===== src/rtl/vecmat_cipher.sv =====
module vecmat_cipher #(
  parameter int W = 4,
  parameter int N = 3,
  localparam int VW = N * W,
  localparam int KW = N * N * W
) (
  input  logic          clk,
  input  logic          rst_n,
  input  logic [VW-1:0] vec_in,
  input  logic          enc_sel,
  input  logic [KW-1:0] enc_key,
  input  logic [KW-1:0] dec_key,
  output logic [VW-1:0] vec_out
);

  logic [VW-1:0] vec_q;
  logic          sel_q;
  logic [KW-1:0] key_act;
  logic [VW-1:0] acc;

  assign key_act = sel_q ? enc_key : dec_key;

  for (genvar c = 0; c < N; c++) begin : g_col
    logic [W-1:0] term [N];
    logic [W-1:0] sum;
    for (genvar r = 0; r < N; r++) begin : g_row
      assign term[r] = vec_q[r*W +: W] * key_act[(r*N+c)*W +: W];
    end
    always_comb begin
      sum = '0;
      for (int r = 0; r < N; r++) sum = sum + term[r];
    end
    assign acc[c*W +: W] = sum;
  end

  always_ff @(posedge clk or negedge rst_n) begin
    if (!rst_n) begin
      vec_q   <= '0;
      sel_q   <= 1'b0;
      vec_out <= '0;
    end else begin
      vec_q   <= vec_in;
      sel_q   <= enc_sel;
      vec_out <= acc;
    end
  end

  function automatic logic is_unit(input logic [KW-1:0] k);
    logic ok;
    ok = 1'b1;
    for (int r = 0; r < N; r++)
      for (int c = 0; c < N; c++)
        if (k[(r*N+c)*W +: W] != ((r == c) ? W'(1) : W'(0))) ok = 1'b0;
    return ok;
  endfunction

  assert_zero_in_R8: assert property (@(posedge clk) disable iff (!rst_n)
    (vec_q == '0) |=> (vec_out == '0));

  assert_hold_R4: assert property (@(posedge clk) disable iff (!rst_n)
    ($stable(vec_q) && $stable(sel_q) && $stable(enc_key) && $stable(dec_key))
      |=> $stable(vec_out));

  assert_enc_unit_R5: assert property (@(posedge clk) disable iff (!rst_n)
    (sel_q && is_unit(enc_key)) |=> (vec_out == $past(vec_q)));

  assert_dec_unit_R5: assert property (@(posedge clk) disable iff (!rst_n)
    (!sel_q && is_unit(dec_key)) |=> (vec_out == $past(vec_q)));

endmodule


===== config.mk =====
export PLATFORM = sky130hd
export DESIGN_NAME = vecmat_cipher
export DESIGN_NICKNAME = d
export VERILOG_FILES = /design/src/rtl/vecmat_cipher.sv
export SDC_FILE = /design/constraint.sdc
export NUM_CORES = 1
export LEC_CHECK = 0
export BUFFER_PORTS_ARGS = -buffer_cell sky130_fd_sc_hd__buf_2
export CORE_MARGIN = 4
export CORE_UTILIZATION = 57
export CTS_CLUSTER_DIAMETER = 120
export DETAILED_ROUTE_END_ITERATION = 16
export PLACE_DENSITY = 0.88
export SYNTH_ARGS = -nofsm -noshare
export SYNTH_HDL_FRONTEND = slang
export SYNTH_SLANG_ARGS = --single-unit
export TNS_END_PERCENT = 50

===== constraint.sdc =====
create_clock -name clk -period 6.8 [get_ports clk]
set_input_delay 1.02 -clock clk [delete_from_list [all_inputs] [get_ports clk]]
set_output_delay 1.02 -clock clk [all_outputs]
set_load 0.005 [all_outputs]

# ---- Word level (Yosys, flattened, before mapping)
# Cells that the tools add are included.
dict set report totals {
  word_cells 19
  input_bits 87
  regBits 25
}
dict set report op_classes {
  n_mul 9
  n_addsub 6
  n_mux 1
}
# operator count
set ops {}
lappend ops {{multiplier 4 x 4 -> 4 bit} 9}
lappend ops {{two-way mux 36 bit} 1}
lappend ops {{adder 4 bit} 6}

# ---- Logic depth before layout (Yosys ltp)
# Gate-level depths: netlist of the first run.
dict set report logic_depth {
  word_depth 4
  depth_mapped 18
}

# ---- Worst setup path after synthesis of the first run
# Ideal clock, no wire load.
dict set report synth_path {
  path_type {input to register}
  startpoint {input port enc_key[16]}
  endpoint {register vec_out[7]}
  path_buffers 0
  path_stages 15
  arrival_ps 4577
  required_time_ps 6666
  path_slack_ps 2089
  path_cell_list {mux2i_1 nor2b_1 ha_1 ha_1 inv_1 fa_1 inv_1 fa_1 ha_1 ha_1 xnor2_1 xnor2_1 xnor2_1 xnor3_1 xnor3_1}
}
dict set report synth_via {
  elab_chain_len 4
}
# item line
set synth_rtl {}
lappend synth_rtl {{start, declared} 11} ;# input logic [KW-1:0] enc_key,
lappend synth_rtl {{two-way mux 36 bit} 21} ;# assign key_act = sel_q ? enc_key : dec_key;
lappend synth_rtl {{multiplier 4 x 4 -> 4 bit} 27} ;# assign term[r] = vec_q[r*W +: W] * key_act[(r*N+c)*W +: W];
lappend synth_rtl {{adder 4 bit (2 in series)} 31} ;# for (int r = 0; r < N; r++) sum = sum + term[r];
lappend synth_rtl {{via g_col[1].sum[3]} 25} ;# logic [W-1:0] sum;
lappend synth_rtl {{end signal, assigned} 40} ;# vec_out <= '0;
lappend synth_rtl {{end signal, assigned} 44} ;# vec_out <= acc;
lappend synth_rtl {{end, declared} 13} ;# output logic [VW-1:0] vec_out
# The timed path passes the listed nets, and every way through them passes these cells.

# ---- Final worst setup path of the first run
dict set report layout_path {
  startpoint {register sel_q}
  endpoint {register vec_out[7]}
}
dict set report layout_via {
  elab_chain_len 4
  word_cells_on_any_way 6
}
# item line
set layout_rtl {}
lappend layout_rtl {{start, declared} 17} ;# logic sel_q;
lappend layout_rtl {{start signal, assigned} 43} ;# sel_q <= enc_sel;
lappend layout_rtl {{two-way mux 36 bit *} 21}
lappend layout_rtl {{multiplier 4 x 4 -> 4 bit} 27}
lappend layout_rtl {{adder 4 bit} 31}
lappend layout_rtl {{adder 4 bit *} 31}
lappend layout_rtl {{via g_col[1].sum[3]} 25}
# The timed path passes the listed nets; every way through them passes the cells marked *.

==> impl_metrics.csv, run 1 <==
group,metric,value,unit
placement,post-dp-hpwl,5720,µm
sta,fin_hold_ws,727,ps
clocking,htreeDepth,1,
clocking,tritoncts,"built",
clocking,worst_setup_hold_path_clk_slew,100,ps
final_layout,diodes,0,
critical_path,critPathBufInv,2,
critical_path,crit_required,6970,ps
sta,setup_viol,0,
critical_path,largest_fanout_of_any_net_on_the_critical_path,36,
drt,dr.pass1.iters,4,
critical_path,timing.critical_path.cells,"mux2i_1 > nor2b_1 > ha_1 > ha_1 > inv_1 > fa_1 > inv_1 > fa_1 > ha_1 > ha_1 > xnor2_1 > xnor2_1 > xnor2_1 > xnor3_1 > xnor3_1",
critical_path,cp-start-kind,"register",
die,initial_core_util,59.6,%
final_layout,multiInputGateArea,2310,µm²
critical_path,crit_path_most_repeated_cell,"sky130_fd_sc_hd__ha_1",
sta,timing_max_transition_violations_final,0,
logic_synthesis,synthDistinctLibCells,17,
critical_path,crit-reg2reg-launch,"sel_q$_DFF_PN0_",
global_route,first_global_vias,2491,
sta,hold_violations,0,
clocking,clockRootBuffer,"sky130_fd_sc_hd__clkbuf_8",
drt,wire_per_inst,14.6,µm
global_route,grt_pass1_wl,11200,µm
critical_path,rrSetupSlack,1770,ps
critical_path,crit_family,"adder cells",
clocking,cts-hold-fix-buffers,0,
drt,post_drt_antenna_nets,0,
clocking,cts_made_buffers,3,
placement,place_area,3630,µm²
global_route,globalRouteOverflowTotal,0,
pwr,p_leak,1.95,nW
pwr,post-layout-total-power,0.732,mW
sta,finalCritPeriodShare,74.0,%
placement,finalWeightedCongestion,0.850,
logic_synthesis,postSynthCellCount,303,
global_route,grt.total_usage,21.9,%
die,dieWidth,81.8,µm
critical_path,timing.critical_path.to_type,"register",
drt,postRouteWirelength,6820,µm
pwr,vdd_ir_drop_max,0.158,mV
logic_synthesis,synthesis.nets,447,
clocking,cts.path.max_buffers,2,
logic_synthesis,ys.warnings.count,0,
drt,drt_first_iter_violations,60,
sta,unrepaired_setup_endpoints_after_global_routing,"no",
die,die_height,81.8,µm
sta,f_max,199,MHz
critical_path,worst_ep_arrival_time,5200,ps
critical_path,worst_setup_path_startpoint,"sel_q$_DFF_PN0_",
drt,routed_via_density,5.05,
pwr,power_per_cell_area,199,nW/µm²
final_layout,seq_area,627,µm²
sta,worst_pin_slew,899,ps
critical_path,crit_slowest_cell,"sky130_fd_sc_hd__dfrtp_2",
final_layout,final_layout_size_suffix_gt1_share,30.5,%
drt,detail_route.drc_violations,0,
logic_synthesis,register_bit_count_reported_by_yosys,25,
logic_synthesis,yosysSeqAreaShare,20.2,%
critical_path,critical_path.max_stage_delay,970,ps
critical_path,critical_path_class,"register to register",
final_layout,final.fill_count,408,
logic_synthesis,netlist_area,3100,µm²
final_layout,finalCoreUtilization,70.6,%
final_layout,layout.nets,542,
clocking,clock_insertion_delay_worst_skew,280,ps
die,design.die.area,6690,µm²
sta,min_period,5030,ps
final_layout,final_design_area_no_fill,3680,µm²
global_route,antenna_found_initial,0,
clocking,cts.sink_count,25,
global_route,grt_max_degree,37,
logic_synthesis,syn_avg_cell_area,10.2,µm²
clocking,postCtsResizedCells,0,
flow_run,maxCapViolCount,0,
die,i_o_pins,99,
sta,relSlewSlack,40.1,%
die,placement_rows,26,
sta,clock_skew,3.26,ps
final_layout,areaGrowthSynthToFinish,18.5,%
clocking,post-cts-setup-buffer-count,0,
sta,total_negative_slack_for_setup_checks,0,ps
placement,io_buffers,98,
outcome,run_status,"finished clean",
min_path,worst_hold_path_type,"primary input to async pin",
drt,via_count,2357,
die,coreArea,5200,µm²
==> worst register-to-register path, cell delays in order, from the launching register on <==
cell	delay (ps)
sky130_fd_sc_hd__dfrtp_2	970
sky130_fd_sc_hd__mux2i_1	440
sky130_fd_sc_hd__nor2b_1	100
sky130_fd_sc_hd__ha_1	300
sky130_fd_sc_hd__ha_1	270
sky130_fd_sc_hd__inv_1	50
sky130_fd_sc_hd__fa_1	520
sky130_fd_sc_hd__inv_1	50
sky130_fd_sc_hd__fa_1	480
sky130_fd_sc_hd__ha_1	310
sky130_fd_sc_hd__ha_1	210
sky130_fd_sc_hd__xnor2_1	180
sky130_fd_sc_hd__xnor2_1	160
sky130_fd_sc_hd__xnor2_1	170
sky130_fd_sc_hd__xnor3_1	340
sky130_fd_sc_hd__xnor3_1	360
==> per-stage QoR <==
step                      std cells  setup WS (ps)
final                           467           1770
after global routing            467           1480
after CTS                       467           1710
after detailed placement        463           1700
after global placement          463           1770
after floorplan                 303           2090
==> path summary, 6_finish.rpt <==
kind,to,depth (start not counted)
worst max-delay path,vec_out[7]$_DFF_PN0_,15
worst min-delay path,vec_out[4]$_DFF_PN0_,1
worst max register to register,vec_out[7]$_DFF_PN0_,15
worst min register to register,vec_out[8]$_DFF_PN0_,2
max in group asynchronous,sel_q$_DFF_PN0_,1
min in group clk,sel_q$_DFF_PN0_,1
==> cell usage after synthesis <==
library cell	number	area (µm²)
sky130_fd_sc_hd__and2_1	9	56.3
sky130_fd_sc_hd__buf_4	1	7.51
sky130_fd_sc_hd__buf_6	3	33.8
sky130_fd_sc_hd__clkbuf_1	4	15.0
sky130_fd_sc_hd__dfrtp_1	25	626
sky130_fd_sc_hd__fa_1	12	240
sky130_fd_sc_hd__ha_1	45	563
sky130_fd_sc_hd__inv_1	30	113
sky130_fd_sc_hd__mux2_2	17	191
sky130_fd_sc_hd__mux2_4	1	15.0
sky130_fd_sc_hd__mux2i_1	18	180
sky130_fd_sc_hd__nand2_1	27	101
sky130_fd_sc_hd__nand2b_1	9	56.3
sky130_fd_sc_hd__nor2b_1	45	282
sky130_fd_sc_hd__xnor2_1	46	403
sky130_fd_sc_hd__xnor3_1	9	203
sky130_fd_sc_hd__xor2_1	2	17.5
==> flip-flops by register name, summed over array words and instances, names as in the netlist <==
register / flops
vec_out: 12
vec_q: 12
sel_q: 1
==> layout make-up <==
class	count	share of cell area, %
tap	70	2.38
sequential	25	17.1
multi-input combinational	240	62.8
clock inverter	1	0.238
timing repair buffer	98	13.3
inverter	30	3.06
clock buffer	3	1.12
==> layout by cell type (no fill, tap or decap), types with 2 or more instances in the layout <==
cell                       synthesis  routed
sky130_fd_sc_hd__nor2b_1          45      45
sky130_fd_sc_hd__and2_1            9       9
sky130_fd_sc_hd__ha_1             45      45
sky130_fd_sc_hd__mux2_2           17      17
sky130_fd_sc_hd__buf_2             0      98
sky130_fd_sc_hd__nand2b_1          9       9
sky130_fd_sc_hd__inv_1            30      30
sky130_fd_sc_hd__clkbuf_8          0       3
sky130_fd_sc_hd__dfrtp_1          25      24
sky130_fd_sc_hd__fa_1             12      12
sky130_fd_sc_hd__xnor2_1          46      46
sky130_fd_sc_hd__mux2i_1          18      18
sky130_fd_sc_hd__xnor3_1           9       9
sky130_fd_sc_hd__xor2_1            2       2
sky130_fd_sc_hd__nand2_1          27      27
==> power breakdown <==
part | leakage, nW | switching [mW] | internal [mW]
clock | 0.0261 | 0.0551 | 0.0432
combinational | 1.63 | 0.173 | 0.254
sequential | 0.291 | 0.0218 | 0.186
total | 1.95 | 0.250 | 0.483
==> cells by family after synthesis <==
kind of cell  Yosys count  share of synthesized area [%]
simple gates           90                           16.0
xor+xnor               57                           20.1
fa+ha+maj              57                           25.9
buf+inv                38                           5.44
mux                    36                           12.5
flops                  25                           20.2
==> metal layers <==
layer / track usage, % / vias to the layer above / wire (µm)
li1: - / 1151 / -
met4: 2.16 / 0 / 31
met3: 2.96 / 4 / 479
met1: 28.6 / 1121 / 2880
met2: 39.7 / 81 / 3430
met5: 0 / - / 0
No activity file was read; power rests on OpenSTA's default activity.
==> inputs of run 2 (changes only) <==
Settings changed: CORE_UTILIZATION 57 to 47, PLACE_DENSITY 0.88 to 0.78.
Clock period 6.8 ns to 4.45 ns, I/O delays scaled along.
==> run 2 against run 1 <==
Net effect:
- combinational power is 62% higher
- clock power is 56% higher
- largest power group unchanged
- largest cell class unchanged
- highest routed layer unchanged
- first-iteration DRC count is 58% higher
- critical path type unchanged
- hold slack worse by 350 ps
- fmax is 17% higher
==> impl_metrics.csv, run 2 (synthesized netlist as in run 1, its figures left out) <==
group,metric,value,unit
outcome,run_status,"finished clean",
die,initial_core_util,48.6,%
pwr,seq_power_share,26.8,%
critical_path,largest_fanout_of_any_net_on_the_critical_path,11,
critical_path,r2r_end,"vec_out[11]$_DFF_PN0_",
flow_run,maxCapViolCount,0,
pwr,power_per_cell_area,284,nW/µm²
pwr,post-layout-total-power,1.15,mW
sta,total_negative_slack_for_setup_checks,0,ps
placement,dpl.cell_count,487,
critical_path,cp-start-kind,"register",
drt,detail_route.drc_violations,0,
drt,wire_per_inst,16.1,µm
sta,clock_skew,4.71,ps
sta,relSlewSlack,60.1,%
clocking,cts-hold-fix-buffers,0,
critical_path,timing.critical_path.depth,17,
final_layout,areaGrowthSynthToFinish,30.7,%
clocking,cts_made_buffers,3,
final_layout,final_layout_size_suffix_gt1_share,38.2,%
global_route,antenna_found_initial,0,
critical_path,crit_slowest_cell,"sky130_fd_sc_hd__fa_1",
die,coreArea,6390,µm²
sta,finalCritPeriodShare,96.2,%
critical_path,critPathBufInv,4,
critical_path,worst_ep_arrival_time,4450,ps
global_route,grt_max_degree,26,
die,die_height,89.3,µm
drt,post_drt_antenna_nets,0,
final_layout,layout.cells.non_filler,496,
clocking,clock_insertion_delay_worst_skew,280,ps
global_route,first_global_vias,2628,
critical_path,rrSetupSlack,170,ps
pwr,clockPowerShare,13.3,%
sta,min_period,4280,ps
critical_path,reg2regPathDepth,17,
pwr,swShare,35.3,%
die,i_o_pins,99,
final_layout,layout_commonest_cell,"sky130_fd_sc_hd__buf_2",
clocking,tritoncts,"built",
sta,f_max,234,MHz
placement,io_buffers,98,
sta,timing_max_transition_violations_final,0,
sta,setup_viol,0,
critical_path,worst_setup_path_startpoint,"sel_q$_DFF_PN0_",
die,design.die.area,7970,µm²
clocking,clockRootBuffer,"sky130_fd_sc_hd__clkbuf_8",
final_layout,mostFrequentLayoutCells,"98 x sky130_fd_sc_hd__buf_2, 44 x sky130_fd_sc_hd__nor2b_1, 43 x sky130_fd_sc_hd__xnor2_1, 43 x sky130_fd_sc_hd__ha_1, 30 x sky130_fd_sc_hd__inv_1",
placement,finalWeightedCongestion,0.895,
pwr,internal_cell_power,0.746,mW
pwr,vdd_ir_drop_max,0.205,mV
clocking,cts.sink_count,25,
critical_path,crit_family,"adder cells",
die,placement_rows,29,
clocking,cts.path.max_buffers,2,
drt,postRouteWirelength,7970,µm
critical_path,crit-reg2reg-launch,"sel_q$_DFF_PN0_",
clocking,worst_setup_hold_path_clk_slew,110,ps
sta,unrepaired_setup_endpoints_after_global_routing,"yes",
critical_path,critical_path_class,"register to register",
pwr,p_leak,2.09,nW
final_layout,largestRegisters,"vec_out x12, vec_q x12, sel_q x1",
critical_path,timing.critical_path.cells,"buf_4 > buf_16 > mux2i_4 > nor2b_1 > ha_1 > ha_1 > inv_1 > fa_1 > inv_1 > fa_1 > ha_1 > ha_2 > xnor2_2 > xnor2_1 > xnor2_1 > xnor3_1 > xnor3_1",
critical_path,worstSetupEndpoint,"vec_out[11]$_DFF_PN0_",
placement,post-dp-hpwl,6260,µm
pwr,power.switching,0.407,mW
global_route,globalRouteOverflowTotal,0,
critical_path,timing.critical_path.to_type,"register",
sta,hold_violations,0,
min_path,worst_hold_path_type,"primary input to async pin",
global_route,grt.total_usage,20.5,%
sta,worst_pin_slew,598,ps
critical_path,crit_path_most_repeated_cell,"sky130_fd_sc_hd__ha_1",
clocking,htreeDepth,1,
drt,drt_first_iter_violations,95,
final_layout,diodes,0,
drt,dr.pass1.iters,4,
critical_path,crit_required,4620,ps
final_layout,layout.nets,564,
die,dieWidth,89.3,µm
drt,routed_via_density,4.93,
critical_path,critical_path.max_stage_delay,540,ps
global_route,grt_pass1_wl,12300,µm
drt,via_count,2444,
pwr,comb_power_share,60.0,%
[run 2: changes by cell type in the layout (fill, tap and decap cells not counted), moves of 2 or more]
| cell | change |
|---|---|
| sky130_fd_sc_hd__buf_4 | +17 |
| sky130_fd_sc_hd__buf_8 | +2 |
| sky130_fd_sc_hd__ha_1 | -2 |
| sky130_fd_sc_hd__ha_2 | +2 |
| sky130_fd_sc_hd__mux2i_1 | -11 |
| sky130_fd_sc_hd__mux2i_2 | +3 |
| sky130_fd_sc_hd__mux2i_4 | +8 |
| sky130_fd_sc_hd__xnor2_1 | -3 |
| sky130_fd_sc_hd__xnor2_2 | +3 |
[run 2: final cells by class]
cell class / instances / area, µm²
inverters: 30 / 113
repair buffers: 120 / 721
well taps: 77 / 96.3
flip-flops and latches: 25 / 627
fillers: 529 / 2330
multi-input cells: 240 / 2450
clock inverters: 1 / 8.76
clock buffers: 3 / 41.3
[run 2: per-stage QoR]
step                      instance area [µm²]  worst slack [ps]  util, %  hold slack (ps)
after detailed placement                 3770              -171     59.1              719
after CTS                                3880             -48.6     60.8              402
after global placement                   3770             -90.8     59.1              710
final                                    4060               169     63.5              380
after floorplan                          3100              33.4        -              372
after global routing                     4060             -20.1     63.5              419
[run 2: worst min-delay path by stage]
stage | startpoint | to
floorplan | rst_n | sel_q$_DFF_PN0_
global placement | rst_n | vec_q[1]$_DFF_PN0_
detailed placement | rst_n | vec_q[1]$_DFF_PN0_
CTS | rst_n | vec_out[1]$_DFF_PN0_
global route | rst_n | vec_out[1]$_DFF_PN0_
finish | rst_n | vec_out[1]$_DFF_PN0_
[run 2: repair_timing]
| item | CTS | global route |
|---|---|---|
| pin swaps | 1 | 16 |
| buffers inserted | 0 | 3 |
| gates resized for setup | 6 | 24 |
| endpoints found under the setup margin | 3 | 3 |
| cloned | 1 | 1 |
[run 2: metal layers]
layer | part of all wire [%] | track usage, %
met1 | 41 | 25.1
met2 | 50 | 36.6
met3 | 8.2 | 3.69
met4 | 0.98 | 5.68
met5 | 0 | 0
[run 2: power by group through the flow]
stage	clock network (mW)	registers, mW	logic, mW
after floorplan	0	0.312	0.483
after global placement	0	0.314	0.652
after detailed placement	0	0.311	0.680
after CTS	0.159	0.308	0.694
after global routing	0.171	0.315	0.770
final	0.153	0.309	0.691
